--- src/rtl/smm_win_pkg.sv ---
// Package: shared constants and field layouts for the system-management
// memory access controller. Assumes a 32-bit physical access address.
package smm_win_pkg;

    localparam int ADDR_W = 32;
    localparam int BYTE_W = 8;
    localparam int RA_W   = 2;
    localparam int MB_W   = 16;

    // register addresses
    localparam logic [RA_W-1:0] RA_CTRL   = 2'd0;
    localparam logic [RA_W-1:0] RA_SEG    = 2'd1;
    localparam logic [RA_W-1:0] RA_EXT_LO = 2'd2;
    localparam logic [RA_W-1:0] RA_EXT_HI = 2'd3;

    // control register bits
    localparam int B_GEN  = 0;
    localparam int B_LOCK = 1;
    localparam int B_OPEN = 2;

    // segment register bits
    localparam int B_SEG_EN = 0;
    localparam int B_SZ_LO  = 1;
    localparam int B_HI_EN  = 3;

    typedef enum logic [1:0] {
        SZ_1M  = 2'd0,
        SZ_2M  = 2'd1,
        SZ_8M  = 2'd2,
        SZ_EXT = 2'd3
    } seg_size_e;

    // fixed windows
    localparam logic [ADDR_W-1:0] LEGACY_LO = 32'h000A_0000;
    localparam logic [ADDR_W-1:0] LEGACY_HI = 32'h000B_FFFF;
    localparam logic [ADDR_W-1:0] HIGH_LO   = 32'hFEDA_0000;
    localparam logic [ADDR_W-1:0] HIGH_HI   = 32'hFEDB_FFFF;

    localparam logic [15:0] EXT_QUERY = 16'hFFFF;

endpackage

--- src/rtl/smm_ctl_regs.sv ---
// Control and segment registers with write masks and a sticky lock.
// Assumes byte writes; a write that leaves lock set also clears open.
// While lock is set the reduced masks apply; reset restores the full masks.
module smm_ctl_regs
    import smm_win_pkg::*;
#(
    parameter logic [BYTE_W-1:0] CTRL_RST     = 8'h00,
    parameter logic [BYTE_W-1:0] SEG_RST      = 8'h00,
    parameter logic [BYTE_W-1:0] CTRL_WM_FULL = 8'h07,
    parameter logic [BYTE_W-1:0] CTRL_WM_LOCK = 8'h00,
    parameter logic [BYTE_W-1:0] SEG_WM_FULL  = 8'h0F,
    parameter logic [BYTE_W-1:0] SEG_WM_LOCK  = 8'h00
) (
    input  logic              clk,
    input  logic              rst_n,
    input  logic              wr_en,
    input  logic [RA_W-1:0]   wr_addr,
    input  logic [BYTE_W-1:0] wr_data,
    output logic [BYTE_W-1:0] ctrl_q,
    output logic [BYTE_W-1:0] seg_q
);

    logic              locked;
    logic [BYTE_W-1:0] ctrl_wm;
    logic [BYTE_W-1:0] seg_wm;
    logic [BYTE_W-1:0] ctrl_nxt;
    logic [BYTE_W-1:0] seg_nxt;

    assign locked = ctrl_q[B_LOCK];

    // choose active write masks from the lock state
    always_comb begin
        ctrl_wm = locked ? CTRL_WM_LOCK : CTRL_WM_FULL;
        seg_wm  = locked ? SEG_WM_LOCK  : SEG_WM_FULL;
    end

    // merge write data through masks; lock forces open low
    always_comb begin
        ctrl_nxt = ctrl_q;
        seg_nxt  = seg_q;
        if (wr_en && wr_addr == RA_CTRL)
            ctrl_nxt = (ctrl_q & ~ctrl_wm) | (wr_data & ctrl_wm);
        if (wr_en && wr_addr == RA_SEG)
            seg_nxt = (seg_q & ~seg_wm) | (wr_data & seg_wm);
        if (ctrl_nxt[B_LOCK])
            ctrl_nxt[B_OPEN] = 1'b0;
    end

    // register state with synchronous reset
    always_ff @(posedge clk) begin
        if (!rst_n) begin
            ctrl_q <= CTRL_RST;
            seg_q  <= SEG_RST;
        end else begin
            ctrl_q <= ctrl_nxt;
            seg_q  <= seg_nxt;
        end
    end


    lock_sticky_chk: assert property (@(posedge clk) disable iff (!rst_n)
        ctrl_q[B_LOCK] |=> ctrl_q[B_LOCK]);


    lock_open_low_chk: assert property (@(posedge clk) disable iff (!rst_n)
        $rose(ctrl_q[B_LOCK]) |-> !ctrl_q[B_OPEN]);


    locked_frozen_chk: assert property (@(posedge clk) disable iff (!rst_n)
        (ctrl_q[B_LOCK] && wr_en) |=>
            ((((ctrl_q ^ $past(ctrl_q)) & ~CTRL_WM_LOCK) == 8'h00) &&
             (((seg_q ^ $past(seg_q)) & ~SEG_WM_LOCK) == 8'h00)));

endmodule

--- src/rtl/smm_ext_size.sv ---
// Extended-size register: 16 bits written a byte at a time. When EXT_MB is
// nonzero, a write that produces the query value is answered with EXT_MB,
// and reset loads the query value.
module smm_ext_size
    import smm_win_pkg::*;
#(
    parameter int EXT_MB = 16
) (
    input  logic              clk,
    input  logic              rst_n,
    input  logic              wr_en,
    input  logic [RA_W-1:0]   wr_addr,
    input  logic [BYTE_W-1:0] wr_data,
    output logic [15:0]       ext_q
);

    localparam bit          HAS_EXT = (EXT_MB > 0);
    localparam logic [15:0] EXT_VAL = 16'(EXT_MB);
    localparam logic [15:0] RST_VAL = HAS_EXT ? EXT_QUERY : 16'h0000;

    logic [15:0] ext_nxt;
    logic        ext_wr;

    assign ext_wr = wr_en && (wr_addr == RA_EXT_LO || wr_addr == RA_EXT_HI);

    // byte merge, then answer a query
    always_comb begin
        ext_nxt = ext_q;
        if (wr_en && wr_addr == RA_EXT_LO) ext_nxt[7:0]  = wr_data;
        if (wr_en && wr_addr == RA_EXT_HI) ext_nxt[15:8] = wr_data;
        if (HAS_EXT && ext_wr && ext_nxt == EXT_QUERY) ext_nxt = EXT_VAL;
    end

    // register state with synchronous reset
    always_ff @(posedge clk) begin
        if (!rst_n) ext_q <= RST_VAL;
        else        ext_q <= ext_nxt;
    end

    generate
        if (HAS_EXT) begin : g_query

            ext_reply_chk: assert property (@(posedge clk) disable iff (!rst_n)
                ext_wr |=> (ext_q != EXT_QUERY));
        end
    endgenerate

endmodule

--- src/rtl/smm_seg_calc.sv ---
// Top-segment geometry: size in MB from the enable and size code, and the
// base as the memory top minus that size. Assumes the segment fits below
// the memory top.
module smm_seg_calc
    import smm_win_pkg::*;
#(
    parameter int EXT_MB     = 16,
    parameter int MEM_TOP_MB = 2048
) (
    input  logic            seg_en,
    input  logic [1:0]      size_code,
    output logic [MB_W-1:0] size_mb,
    output logic [MB_W-1:0] base_mb
);

    localparam logic [MB_W-1:0] TOP_MB = MB_W'(MEM_TOP_MB);
    localparam logic [MB_W-1:0] EXT_SZ = MB_W'(EXT_MB);

    // size decode from the code
    always_comb begin
        size_mb = '0;
        if (seg_en) begin
            case (seg_size_e'(size_code))
                SZ_1M:   size_mb = MB_W'(1);
                SZ_2M:   size_mb = MB_W'(2);
                SZ_8M:   size_mb = MB_W'(8);
                default: size_mb = EXT_SZ;
            endcase
        end
    end

    // base below the memory top
    assign base_mb = TOP_MB - size_mb;

endmodule

--- src/rtl/smm_addr_decode.sv ---
// Routing decision for one access: protected RAM, legacy video/PCI space,
// all-ones black hole or not claimed. The top segment is checked first,
// then the legacy window, then the high alias. Purely combinational; the
// clock serves only the assertions.
module smm_addr_decode
    import smm_win_pkg::*;
#(
    parameter int MEM_TOP_MB = 2048
) (
    input  logic              clk,
    input  logic              rst_n,
    input  logic              open_en,
    input  logic              gen_en,
    input  logic              hi_en,
    input  logic [MB_W-1:0]   seg_size_mb,
    input  logic [MB_W-1:0]   seg_base_mb,
    input  logic [ADDR_W-1:0] acc_addr,
    input  logic              acc_smm,
    output logic              sel_ram,
    output logic              sel_pci,
    output logic              sel_ones
);

    localparam int             CW    = MB_W + 20;
    localparam logic [CW-1:0]  TOP_B = {MB_W'(MEM_TOP_MB), 20'h0};

    logic [CW-1:0] acc_w;
    logic          legacy_hit;
    logic          high_hit;
    logic          seg_hit;

    // window hits
    always_comb begin
        acc_w      = CW'(acc_addr);
        legacy_hit = (acc_addr >= LEGACY_LO) && (acc_addr <= LEGACY_HI);
        high_hit   = (acc_addr >= HIGH_LO) && (acc_addr <= HIGH_HI);
        seg_hit    = (seg_size_mb != '0) &&
                     (acc_w >= {seg_base_mb, 20'h0}) && (acc_w < TOP_B);
    end

    // route selection by window and mode
    always_comb begin
        sel_ram  = 1'b0;
        sel_pci  = 1'b0;
        sel_ones = 1'b0;
        if (seg_hit) begin
            if (acc_smm) sel_ram  = 1'b1;
            else         sel_ones = 1'b1;
        end else if (legacy_hit) begin
            if (acc_smm && gen_en && !hi_en)  sel_ram = 1'b1;
            else if (open_en && !hi_en)       sel_ram = 1'b1;
            else                              sel_pci = 1'b1;
        end else if (high_hit) begin
            if ((acc_smm && gen_en && hi_en) || (open_en && hi_en))
                sel_ram = 1'b1;
        end
    end


    sel_exclusive_chk: assert property (@(posedge clk) disable iff (!rst_n)
        $onehot0({sel_ram, sel_pci, sel_ones}));


    smm_no_ones_chk: assert property (@(posedge clk) disable iff (!rst_n)
        acc_smm |-> !sel_ones);


    closed_high_hidden_chk: assert property (@(posedge clk) disable iff (!rst_n)
        (!acc_smm && !open_en && acc_addr >= HIGH_LO && acc_addr <= HIGH_HI)
            |-> !sel_ram);

endmodule

--- src/rtl/smm_window_ctrl.sv ---
// Top level: register file, extended-size register, segment geometry and
// access decoder. All outputs are combinational from register state and
// the access inputs, so a write shows on the outputs after its edge.
module smm_window_ctrl
    import smm_win_pkg::*;
#(
    parameter int MEM_TOP_MB = 2048,
    parameter int EXT_MB     = 16,
    parameter int EXT_MB_MAX = 4095
) (
    input  logic              clk,
    input  logic              rst_n,
    input  logic              wr_en,
    input  logic [RA_W-1:0]   wr_addr,
    input  logic [BYTE_W-1:0] wr_data,
    input  logic [RA_W-1:0]   rd_addr,
    output logic [BYTE_W-1:0] rd_data,
    input  logic [ADDR_W-1:0] acc_addr,
    input  logic              acc_smm,
    output logic              sel_ram,
    output logic              sel_pci,
    output logic              sel_ones,
    output logic [MB_W-1:0]   seg_base_mb,
    output logic [MB_W-1:0]   seg_size_mb
);

    // configuration limits checked at elaboration
    generate
        if (EXT_MB < 0 || EXT_MB > EXT_MB_MAX) begin : g_bad_ext
            $error("extended segment size exceeds its limit");
        end
        if (MEM_TOP_MB < 1 || MEM_TOP_MB > 4096) begin : g_bad_top
            $error("memory top out of range");
        end
    endgenerate

    logic [BYTE_W-1:0] ctrl_q;
    logic [BYTE_W-1:0] seg_q;
    logic [15:0]       ext_q;

    smm_ctl_regs u_regs (
        .clk     (clk),
        .rst_n   (rst_n),
        .wr_en   (wr_en),
        .wr_addr (wr_addr),
        .wr_data (wr_data),
        .ctrl_q  (ctrl_q),
        .seg_q   (seg_q)
    );

    smm_ext_size #(.EXT_MB(EXT_MB)) u_ext (
        .clk     (clk),
        .rst_n   (rst_n),
        .wr_en   (wr_en),
        .wr_addr (wr_addr),
        .wr_data (wr_data),
        .ext_q   (ext_q)
    );

    smm_seg_calc #(.EXT_MB(EXT_MB), .MEM_TOP_MB(MEM_TOP_MB)) u_seg (
        .seg_en    (seg_q[B_SEG_EN]),
        .size_code (seg_q[B_SZ_LO +: 2]),
        .size_mb   (seg_size_mb),
        .base_mb   (seg_base_mb)
    );

    smm_addr_decode #(.MEM_TOP_MB(MEM_TOP_MB)) u_dec (
        .clk         (clk),
        .rst_n       (rst_n),
        .open_en     (ctrl_q[B_OPEN]),
        .gen_en      (ctrl_q[B_GEN]),
        .hi_en       (seg_q[B_HI_EN]),
        .seg_size_mb (seg_size_mb),
        .seg_base_mb (seg_base_mb),
        .acc_addr    (acc_addr),
        .acc_smm     (acc_smm),
        .sel_ram     (sel_ram),
        .sel_pci     (sel_pci),
        .sel_ones    (sel_ones)
    );

    // read-back multiplexer
    always_comb begin
        case (rd_addr)
            RA_CTRL:   rd_data = ctrl_q;
            RA_SEG:    rd_data = seg_q;
            RA_EXT_LO: rd_data = ext_q[7:0];
            default:   rd_data = ext_q[15:8];
        endcase
    end

endmodule

--- config.mk ---
export PLATFORM = sky130hd
export DESIGN_NAME = smm_window_ctrl
export DESIGN_NICKNAME = d
export VERILOG_FILES = /design/src/rtl/smm_win_pkg.sv /design/src/rtl/smm_ctl_regs.sv /design/src/rtl/smm_ext_size.sv /design/src/rtl/smm_seg_calc.sv /design/src/rtl/smm_addr_decode.sv /design/src/rtl/smm_window_ctrl.sv
export SDC_FILE = /design/constraint.sdc
export NUM_CORES = 1
export LEC_CHECK = 0
export ABC_AREA = 1
export BUFFER_PORTS_ARGS = -buffer_cell sky130_fd_sc_hd__buf_2
export CAP_MARGIN = 15
export CORE_ASPECT_RATIO = 1.1
export CORE_MARGIN = 10
export CORE_UTILIZATION = 30
export DETAILED_ROUTE_END_ITERATION = 8
export GPL_ROUTABILITY_DRIVEN = 0
export RECOVER_POWER = 25
export SYNTH_ARGS = -nofsm -noshare
export SYNTH_HDL_FRONTEND = slang
export SYNTH_SLANG_ARGS = --single-unit
--- constraint.sdc ---
create_clock -name clk -period 2.4 [get_ports clk]
set_input_delay 0.12 -clock clk [delete_from_list [all_inputs] [get_ports clk]]
set_output_delay 0.12 -clock clk [all_outputs]
set_load 0.02 [all_outputs]
==> qor.csv <==
stage,metric,value,unit
timing,worst_pin_slew,542,ps
synth,ys_warn_count,0,
worst_setup_path,cp_slowest_cell,dfxtp_4,
power,pwr-share-clk,22.8,%
layout,areaGrowthSynthToFinish,27.2,%
grt,grt_pass1_wl,10.3,mm
synth,syn_avg_cell_area,5.83,sq um
routing,drtAntennaViolNets,0,
placement,io_buffers,74,
clocking,clock_sinks,23,
hold_path,min_delay_path_depth,3,
timing,finalHoldViolCount,0,
timing,slew_headroom,63.8,%
timing,fin_crit_sh,109,%
synth,netlist_instances,363,
worst_setup_path,r2r_cells,9,
power,p_int,0.661,mW
clocking,cts_buffers,3,
synth,synthTopCellsByArea,"dfxtp_1, nand2_1, inv_1, ha_1, buf_4",
job,drv_cap,0,
power,p_per_area,387,nW/um^2
layout,diodes,0,
timing,fin_ws,-212,ps
hold_path,holdCritPathClass,in -> reg,
synth,synthTopCellsByCount,"nand2_1, inv_1, nor2_1",
synth,synth.top_cell.area_share,21.8,%
grt,gr-usage-all-layers,11.3,%
worst_setup_path,worstPathRequired,2280,ps
hold_path,holdCritStartpoint,wr_data[3],
clocking,clock_latency,260,ps
timing,slew_viol_final,0,
grt,grt_max_degree,22,
grt,grt_util_met1,13.4,%
worst_setup_path,worstSetupEndpointType,primary output,
power,leakage,1.60,nW
clocking,clk_root_buffer_cell,clkbuf_8,
timing,fin_skew,9.30,ps
grt,grt_pass1_vias,2266,
worst_setup_path,critPathLaunchType,register,
timing,setup_viol,3,
synth,yosys.area.top_type,dfxtp_1,
synth,synth_async_sr_flop_share,0,%
clocking,cts_tree,yes,
timing,max_freq,383,MHz
worst_setup_path,path_cells,inv_8 -> nor3_4 -> inv_2 -> ha_4 -> ha_4 -> inv_2 -> ha_4 -> nand2_2 -> inv_1 -> nand2_1 -> nand2_1 -> nand2_1 -> nand4_1 -> buf_4 -> a21oi_2 -> buf_6,
placement,dp_slack,-38.7,ps
placement,hpwl,5.34,mm
power,p_seq_share,40.0,%
synth,seq_area_frac_synth,21.8,%
clocking,path_clk_slew,90,ps
worst_setup_path,slowest_delay,390,ps
routing,first_iter_violations,82,
worst_setup_path,ff2ff_setup_slack,920,ps
power,power_switching_share,36.4,%
placement,placed_area,2590,sq um
outcome,status,finished with violations,
synth,synth_enable_flop_cells,0,
worst_setup_path,cp.arrival,2490,ps
routing,dr.pass1.iters,4,
floorplanning,core.rowCount,32,
worst_setup_path,crit_fanout,3,
routing,vias_per_cell,4.37,
timing,rsz0062_at_grt,true,
power,ir_worst_vdd,0.000249,V
grt,grt.busiest_layer,met2,
grt,grtUsageMet3,3.83,%
synth,ys_ff_latch,23,
worst_setup_path,worstReg2RegStart,u_ext.ext_q[8]$_SDFF_PN1_,
worst_setup_path,critPathKind,reg -> out,
floorplanning,initial_core_util,30.5,%
floorplanning,ioPinCount,91,
power,comb_power_share,37.2,%
timing,post-route-min-period,2610,ps
routing,vias,2289,
synth,synthFlopType,dfxtp_1,
timing,whs,188,ps
grt,antenna_found_initial,0,
clocking,hold_buffers,0,
layout,drive_gt1_share,25.7,%
floorplanning,die-area,10800,sq um
routing,wl,6.34,mm
synth,synth.most_common_cell,nand2_1,
floorplanning,die_h,108,um
routing,drc_errors,0,
clocking,clockBufferDepth,2,
synth,syn_area,2110,sq um
power,power,1.04,mW
power,power_switching,0.379,mW
worst_setup_path,r2r-end,u_ext.ext_q[3]$_SDFF_PN1_,
layout,postLayoutCellArea,2690,sq um
grt,grtUsageMet2,19.2,%
synth,ys_types,29,
outcome,violations,negative setup slack,
layout,layout.nets,503,
floorplanning,die_x,100,um
clocking,cts_htree_levels,1,
routing,post_drt_wl_per_cell,12.1,um
grt,grt-ovfl-total,0,
floorplanning,core,6930,sq um
[layout by cell type, fill, tap and decap left out, types with 9 or more instances in the layout]
cell type,count
o21ai_0,17
conb_1,16
a21oi_1,13
nand2_1,108
ha_1,12
nor2_1,34
buf_2,68
dfxtp_1,20
buf_4,9
inv_1,71
[critical path: cells and delay by family (launching register included)]
family                     cells  cell delay [ps]
and+or+nand+nor                6              560
adders and majority gates      3              640
AOI/OAI and AO/OA              1              140
buffers and inverters          6              510
DFF                            1              390
[power groups by stage]
| stage | combinational, mW | sequential (mW) | clock (mW) |
|---|---|---|---|
| after floorplan | 0.280 | 0.423 | 0 |
| after global placement | 0.372 | 0.425 | 0 |
| after detailed placement | 0.376 | 0.426 | 0 |
| after CTS | 0.389 | 0.416 | 0.246 |
| after global routing | 0.438 | 0.418 | 0.261 |
| final | 0.386 | 0.416 | 0.237 |
[kinds of logic (layout without fill, tap and decap cells)]
| group | count (synthesis) | in the layout | synth area share, % |
|---|---|---|---|
| compound gates | 49 | 49 | 13.1 |
| other cells | 1 | 16 | 0.177 |
| simple gates | 174 | 174 | 33.7 |
| buf+inv | 101 | 162 | 22.4 |
| flops | 23 | 23 | 21.8 |
| fa+ha+maj | 15 | 15 | 8.88 |
[metrics by stage]
step / setup TNS (ps) / utilization [%] / cells
after floorplan: -49.7 / - / 378
after global placement: 0 / 37.4 / 516
after detailed placement: -38.7 / 37.4 / 516
after CTS: -530 / 38.9 / 524
after global routing: -1070 / 38.8 / 524
final: -581 / 38.8 / 524
[layer usage]
layer / routed length (um) / vias to the layer above
met1: 2690 / 964
met5: 0 / -
li1: - / 1239
met3: 674 / 6
met4: 70 / 0
met2: 2900 / 80
[cell type report]
class	count	area (sq um)
Clock buffer	3	41.3
Clock inverter	1	5.00
Fill cell	790	4240
Inverter	75	289
Multi-Input combinational cell	254	1330
Sequential cell	23	469
Tap cell	85	106
Timing Repair Buffer	83	453
[repair_timing]
action                                  4_1_cts  5_1_grt
gates resized for setup                      10        0
endpoints found under the setup margin        3        3
buffers inserted                              4        0
pin swaps                                    13        1
[how the worst max path moves through the flow]
stage | endpoint | startpoint | slack (ps) | depth (start not counted)
2_1_floorplan | sel_ram | register | -40 | 16
3_3_place_gp | sel_ram | register | 10 | 17
3_5_place_dp | sel_ram | register | -40 | 17
4_1_cts | sel_pci | register | -190 | 16
5_1_grt | sel_ram | register | -380 | 17
6_report | sel_pci | register | -210 | 16
Note: power is estimated with default switching activity, not from simulation.
